===== src/rtl/sector_sum_check.sv =====
module sector_sum_check #(
  parameter int          DATA_BYTES = 256,
  parameter logic [7:0]  MARKER     = 8'h58
) (
  input  logic       clk,
  input  logic       rst_n,
  input  logic       start,
  input  logic       byte_vld,
  input  logic [7:0] byte_in,
  output logic       done,
  output logic       pass,
  output logic       fail
);
  localparam int CHECKS = 4;
  localparam int TOTAL  = DATA_BYTES + CHECKS;
  localparam int CW     = $clog2(TOTAL + 1);

  logic [CW-1:0] cnt;
  logic [7:0]    ra, rb, rc;
  logic          bad, done_q, pass_q, fail_q;

  wire [CW-1:0] idx     = start ? '0 : cnt;
  wire          full    = (cnt == CW'(TOTAL));
  wire          take    = byte_vld && (start || !full);
  wire          is_chk  = (idx >= CW'(DATA_BYTES));
  wire          is_last = (idx == CW'(TOTAL - 1));
  wire [7:0]    want    = (idx == CW'(DATA_BYTES))     ? ra :
                          (idx == CW'(DATA_BYTES + 1)) ? rb :
                          (idx == CW'(DATA_BYTES + 2)) ? rc : MARKER;
  wire          miss    = take && is_chk && (byte_in != want);

  always_ff @(posedge clk or negedge rst_n) begin
    if (!rst_n) begin
      cnt    <= '0;
      ra     <= '0;
      rb     <= '0;
      rc     <= '0;
      bad    <= 1'b0;
      done_q <= 1'b0;
      pass_q <= 1'b0;
      fail_q <= 1'b0;
    end else begin
      done_q <= 1'b0;
      if (start) begin
        cnt    <= '0;
        bad    <= 1'b0;
        pass_q <= 1'b0;
        fail_q <= 1'b0;
      end
      if (take) begin
        cnt <= idx + CW'(1);
        if (idx == CW'(0))      ra <= byte_in;
        else if (idx == CW'(1)) rb <= byte_in;
        else if (idx == CW'(2)) rc <= byte_in;
        else if (!is_chk) begin
          ra <= rb ^ {7'b0, ra[7]};
          rb <= {ra[6:0], 1'b0} ^ rc;
          rc <= ra ^ byte_in;
        end
        if (miss) bad <= 1'b1;
        if (is_last) begin
          done_q <= 1'b1;
          pass_q <= !(bad || miss);
          fail_q <= bad || miss;
        end
      end
    end
  end

  assign done = done_q;
  assign pass = pass_q;
  assign fail = fail_q;

  // done lasts one cycle and carries exactly one verdict
  a_r8_done_pulse: assert property (@(posedge clk) disable iff (!rst_n) done |=> !done);
  a_r8_one_verdict: assert property (@(posedge clk) disable iff (!rst_n) done |-> (pass ^ fail));
  a_r8_never_both: assert property (@(posedge clk) disable iff (!rst_n) !(pass && fail));
  // start clears the verdict
  a_r1_start_clears: assert property (@(posedge clk) disable iff (!rst_n) start |=> (!pass && !fail && !done));
  // verdict holds until start
  a_r9_pass_hold: assert property (@(posedge clk) disable iff (!rst_n) (pass && !start) |=> pass);
  a_r9_fail_hold: assert property (@(posedge clk) disable iff (!rst_n) (fail && !start) |=> fail);
  // after the final byte the position stays put until start
  a_r10_parked: assert property (@(posedge clk) disable iff (!rst_n) (full && !start) |=> $stable(cnt) && !done);
  // idle cycles do not move state
  a_r12_idle: assert property (@(posedge clk) disable iff (!rst_n) (!byte_vld && !start) |=> ($stable(cnt) && $stable(ra) && $stable(rb) && $stable(rc)));
endmodule


===== config.mk =====
export PLATFORM = sky130hd
export DESIGN_NAME = sector_sum_check
export DESIGN_NICKNAME = d
export VERILOG_FILES = /design/src/rtl/sector_sum_check.sv
export SDC_FILE = /design/constraint.sdc
export NUM_CORES = 1
export LEC_CHECK = 0
export BUFFER_PORTS_ARGS = -buffer_cell sky130_fd_sc_hd__buf_2
export CAP_MARGIN = 0
export CORE_UTILIZATION = 55
export DETAILED_ROUTE_END_ITERATION = 12
export HOLD_SLACK_MARGIN = 0.02
export PLACE_DENSITY = 0.7
export SLEW_MARGIN = 30
export SYNTH_ARGS = -nofsm -noshare
export SYNTH_HDL_FRONTEND = slang
export SYNTH_SLANG_ARGS = --single-unit

===== constraint.sdc =====
create_clock -name clk -period 3.24 [get_ports clk]
set_clock_uncertainty 0.1 [all_clocks]
set_input_delay 0 -clock clk [delete_from_list [all_inputs] [get_ports clk]]
set_output_delay 0 -clock clk [all_outputs]
set_load 0.05 [all_outputs]

---- Word level (Yosys, flattened, before mapping) ----
Index checks and enable logic that the tools add are counted.
operators by class
  $add $sub $neg .......................... 1
  order comparisons ....................... 1
  eq/ne operators ......................... 14
  multiplexer cells ....................... 25
  bitwise logic cells ..................... 5
  reduce and logical (&&, ||, !) cells .... 11
operator list
  kind                                                 count
  2-to-1 mux 8 bit                                     12
  equality test 9 bit, second input constant           5
  2-to-1 mux 9 bit                                     2
  XOR 8 bit                                            2
  AND reduction 4 bit                                  3
  2-to-1 mux 1 bit                                     11
  adder 9 x 1 -> 9 bit, second input constant          1
  equality test 9 x 1 -> 1 bit, second input constant  1
  equality test 9 x 2 -> 1 bit, second input constant  1
  >= comparator 9 bit, second input constant           1
  logical NOT 9 bit                                    1
  != test 8 bit                                        1
  XOR 8 x 1 -> 8 bit                                   1
  != test 2 x 1 -> 1 bit, second input constant        3
  != test 2 bit, second input constant                 3
  logical AND 1 bit                                    3
  logical NOT 1 bit                                    2
  logical OR 1 bit                                     2
  NOT 1 bit                                            2
storage, ports and cells
  flip-flop bits (word level) ............. 37
  input port bits ......................... 12
  output and inout port bits .............. 3
  logic and storage cells ................. 65

---- Logic depth before layout (Yosys ltp) ----
  word-level depth ........................ 11
  gate-level depth with buffers ........... 10
  gate-level depth less buffers ........... 8

---- Worst setup path after synthesis ----
OpenSTA, ideal clock, no wires.
  path kind ............................... reg-to-reg
  start ................................... register cnt[4]
  end ..................................... register bad
  setup time .............................. 0.121 ns
  arrival time ............................ 2.079 ns
  required time ........................... 3.019 ns
  setup slack ............................. 0.940 ns
  cell stages (with the launch flop) ...... 10
  buffers on the path ..................... 1
  clock period less this slack ............ 2.300 ns
  cell sequence ........................... dfrtp_1 > nor4_2 > and3_1 > buf_6 > o21ai_0 > a32oi_1 > xnor2_1 > nand4_1 > or3_1 > a22o_1
on the way
  longest elaborated chain between the ends .. 9
  elaborated cells between the ends (all ways) .. 17
  classes of those cells .................. order compare (1); eq/ne (5); mux (6); reduce/logical (5)
RTL lines
  item                      RTL line  text
  start: declaration        18        logic [CW-1:0] cnt;
  start signal: assignment  51        cnt <= idx + CW'(1);
  2-to-1 mux 9 bit          n/a
  equality test 9 bit       29        (idx == CW'(DATA_BYTES + 2)) ? rc : MARKER;
  2-to-1 mux 8 bit          29
  2-to-1 mux 8 bit          28        (idx == CW'(DATA_BYTES + 1)) ? rb :
  2-to-1 mux 8 bit          27        wire [7:0] want = (idx == CW'(DATA_BYTES)) ? ra :
  != test 8 bit             30        wire miss = take && is_chk && (byte_in != want);
  logical AND 1 bit         30
  2-to-1 mux 1 bit          60        if (miss) bad <= 1'b1;
  2-to-1 mux 1 bit (*)      50        if (take) begin
  end signal: assignment    38        bad <= 1'b0;
  end signal: assignment    46        bad <= 1'b0;
  end signal: assignment    60
  end: declaration          20        logic bad, done_q, pass_q, fail_q;
Mark *: on every way between the ends. The rest lies on a longest branch, timed or not.
A chain may end at the register's enable or synchronous reset.

---- Worst setup path in the final report ----
  start ................................... register cnt[8]
  end ..................................... register fail_q (netlist: fail)
on the way
  longest elaborated chain between the ends .. 10
  elaborated cells between the ends (all ways) .. 19
  classes of those cells .................. order compare (1); eq/ne (6); mux (6); reduce/logical (6)
RTL lines
  item                    RTL line  text
  2-to-1 mux 9 bit        n/a
  equality test 9 bit     29
  2-to-1 mux 8 bit        29
  2-to-1 mux 8 bit        28
  2-to-1 mux 8 bit        27
  != test 8 bit           30
  logical AND 1 bit       30
  logical OR 1 bit        64        fail_q <= bad || miss;
  2-to-1 mux 1 bit        61        if (is_last) begin
  2-to-1 mux 1 bit (*)    50
  end signal: assignment  64
  end: declaration        20
Marks and branches as above.

==> flow_summary.yaml <==
yosys:
  syn_area_um2: 2280
  synthesis.nets: 264
  synthArstFlopShare: 1.00
  synthTopCellsByCount: "37 x dfrtp_1, 34 x nor2_1, 29 x a21oi_1"
  syn-instance-count: 252
  synth_area_leaders: "dfrtp_1 41%, xor2_1 6.9%, a21oi_1 6.4%"
  postSynthAreaPerCell_um2: 9.04
  synth_top_area_frac: 0.407
  synth_most_common_cell: "dfrtp_1"
  yosys.cell_types.count: 46
  yosys_warnings: 0
  ys_seq_elements: 37
  seq_area_frac_synth: 0.407
  yosysTopAreaCell: "dfrtp_1"
  synth-edff-count: 0
  synth_flop_cell: "dfrtp_1"
detailed_routing:
  drc: 0
  dr.pass1.iters: 4
  vias: 1894
  avgRoutedWirePerCell_um: 16.6
  wl_um: 5400
  drtIter0Drc: 189
  vias_per_cell: 5.81
  antenna_left: 0
placed_design:
  dp_hpwl_um: 3620
  port_buffers: 14
  gp_congestion: 0.865
  dpl.cell_count: 308
sta:
  post-route-period-util: 0.901
  tns_ns: 0
  worst_slew_pin_slew_ns: 0.853
  fin_crit_ns: 2.92
  slew_violations: 0
  clock.fmax_mhz: 343
  setup_viol: 0
  rsz0062_at_grt: "no"
  whs_ns: 0.0386
  hold_viol: 0
  slew_headroom: 0.431
global_route:
  grt_pass1_wl_um: 8980
  grt_use_total: 0.277
  antenna_found_initial: 0
  grt_pass1_vias: 1802
  grt_max_degree: 38
  gr-total-overflow: 0
critical_path:
  cp_max_fo: 12
  crit_cells: 8
  critPathTopFamily: "compound AO/OA/AOI/OAI gates"
  arrival_ns: 2.95
  critPathCaptureType: "register"
  reg2regPathDepth: 8
  crit_path_cell_trace: "nor2b_1, and3_1, o21ai_0, a32oi_1, xor2_1, nand4_1, o31ai_1, o311ai_0"
  cpPeakStageDelay_ns: 0.56
  start_kind: "register"
  worstSetupPathType: "register to register"
  cp.required_ns: 3.28
  crit_slowest_cell: "dfrtp_1"
  critPathBufInv: 0
floorplan:
  die_w_um: 66.3
  initial_utilization: 0.569
  dieArea_um2: 4400
  row_count: 23
  core_area_um2: 4000
  chipHeight_um: 66.3
  ios: 15
clocking:
  numClockSinks: 37
  clk_pin_slew_ns: 0.08
  cts_buffers: 5
  clockBufferDepth: 2
  cts-root-buf: "clkbuf_8"
  cts_setup_buffers: 0
  clk_latency_ns: 0.29
  cts_tree: "yes"
  h-tree-depth: 2
hold_path:
  hold_depth: 2
  hp-class: "input pin to register"
flow_run:
  maxCapViolations: 0
cells_and_area:
  drive_above_1_share: 0.134
  fin_cells: 326
  diodes: 0
  syn2layout_area_growth_pct: 12.6
  layout.nets: 287
  num-fill-cells: 341
status:
  status: "completed"
power_and_ir_drop:
  power_leakage_nw: 1.15
  p_total_mw: 1.55
  ir_worst_vdd_mv: 0.336
  power_density_nw_per_um2: 606
sequential cells by signal, summed over array words and instances, names as in the netlist:
| register | flops |
|---|---|
| ra | 8 |
| rb | 8 |
| cnt | 9 |
| fail | 1 |
| bad | 1 |
| pass | 1 |
| rc | 8 |
| done | 1 |
cell families (layout without fill, tap and decap cells):
family          count (synthesis)  count (layout)  share of synthesized area
compound gates                 67              67                      0.195
xor+xnor                       30              30                      0.115
buf+inv                        18              42                     0.0385
flops                          37              37                      0.407
mux                             9               9                     0.0401
simple gates                   91              91                      0.204
final timing paths:
check	slack, ns	startpoint	endpoint
setup / recovery	0.32	cnt[8]	fail
hold / removal	0.04	start	cnt[6]
setup reg to reg	0.32	cnt[8]	fail
hold reg to reg	0.42	bad	bad
max in group asynchronous	2.25	rst_n	rb[5]
min in group asynchronous	0.25	rst_n	cnt[7]
what timing repair did:
item / 4_1_cts / 5_1_grt
endpoints found under the hold margin: 60 / 0
hold buffers: 10 / 0
resized for setup: 0 / 0
setup endpoints to repair: 0 / 0
through the flow:
| step | setup WS [ns] | util | cell area (um2) |
|---|---|---|---|
| finish | 0.321 | 0.641 | 2560 |
| floorplan | 0.940 | - | 2280 |
| global placement | 0.402 | 0.596 | 2380 |
| CTS | 0.380 | 0.641 | 2560 |
| global route | 0.0898 | 0.641 | 2560 |
| detailed placement | 0.424 | 0.596 | 2380 |
cells in the final DEF, fill, tap and decap left out, types with 3 or more instances in the layout:
cell type      instances
clkbuf_8               5
a32o_1                 4
buf_2                 14
and3_1                 3
inv_1                  4
xnor2_1               12
buf_4                  5
nor2_1                34
nand4_1                3
clkbuf_1               3
xor2_1                18
mux2i_1                8
a21oi_1               29
dlygate4sd3_1         10
and2_1                 3
o21ai_0               14
a32oi_1                4
nand2_1               25
dfrtp_1               37
nand4b_1               3
report_power, final:
part | switching (mW) | internal (mW)
registers | 0.160 | 0.591
logic | 0.245 | 0.245
clock network | 0.160 | 0.153
final cells by class:
type | instances | area [um2] | area share
multi-input combinational | 197 | 1270 | 0.495
sequential | 37 | 926 | 0.361
timing repair buffer | 29 | 208 | 0.0810
clock buffer | 8 | 80.1 | 0.0312
tap | 50 | 62.6 | 0.0244
inverter | 5 | 18.8 | 0.00732
metal layers:
layer | up-vias | GRT usage | share of wire
met5 | - | 0 | 0
met4 | 0 | 0.0851 | 0.012
met3 | 9 | 0.0517 | 0.055
met2 | 48 | 0.429 | 0.45
met1 | 900 | 0.390 | 0.48
li1 | 937 | - | -
Note: power is estimated with default switching activity, not from simulation.
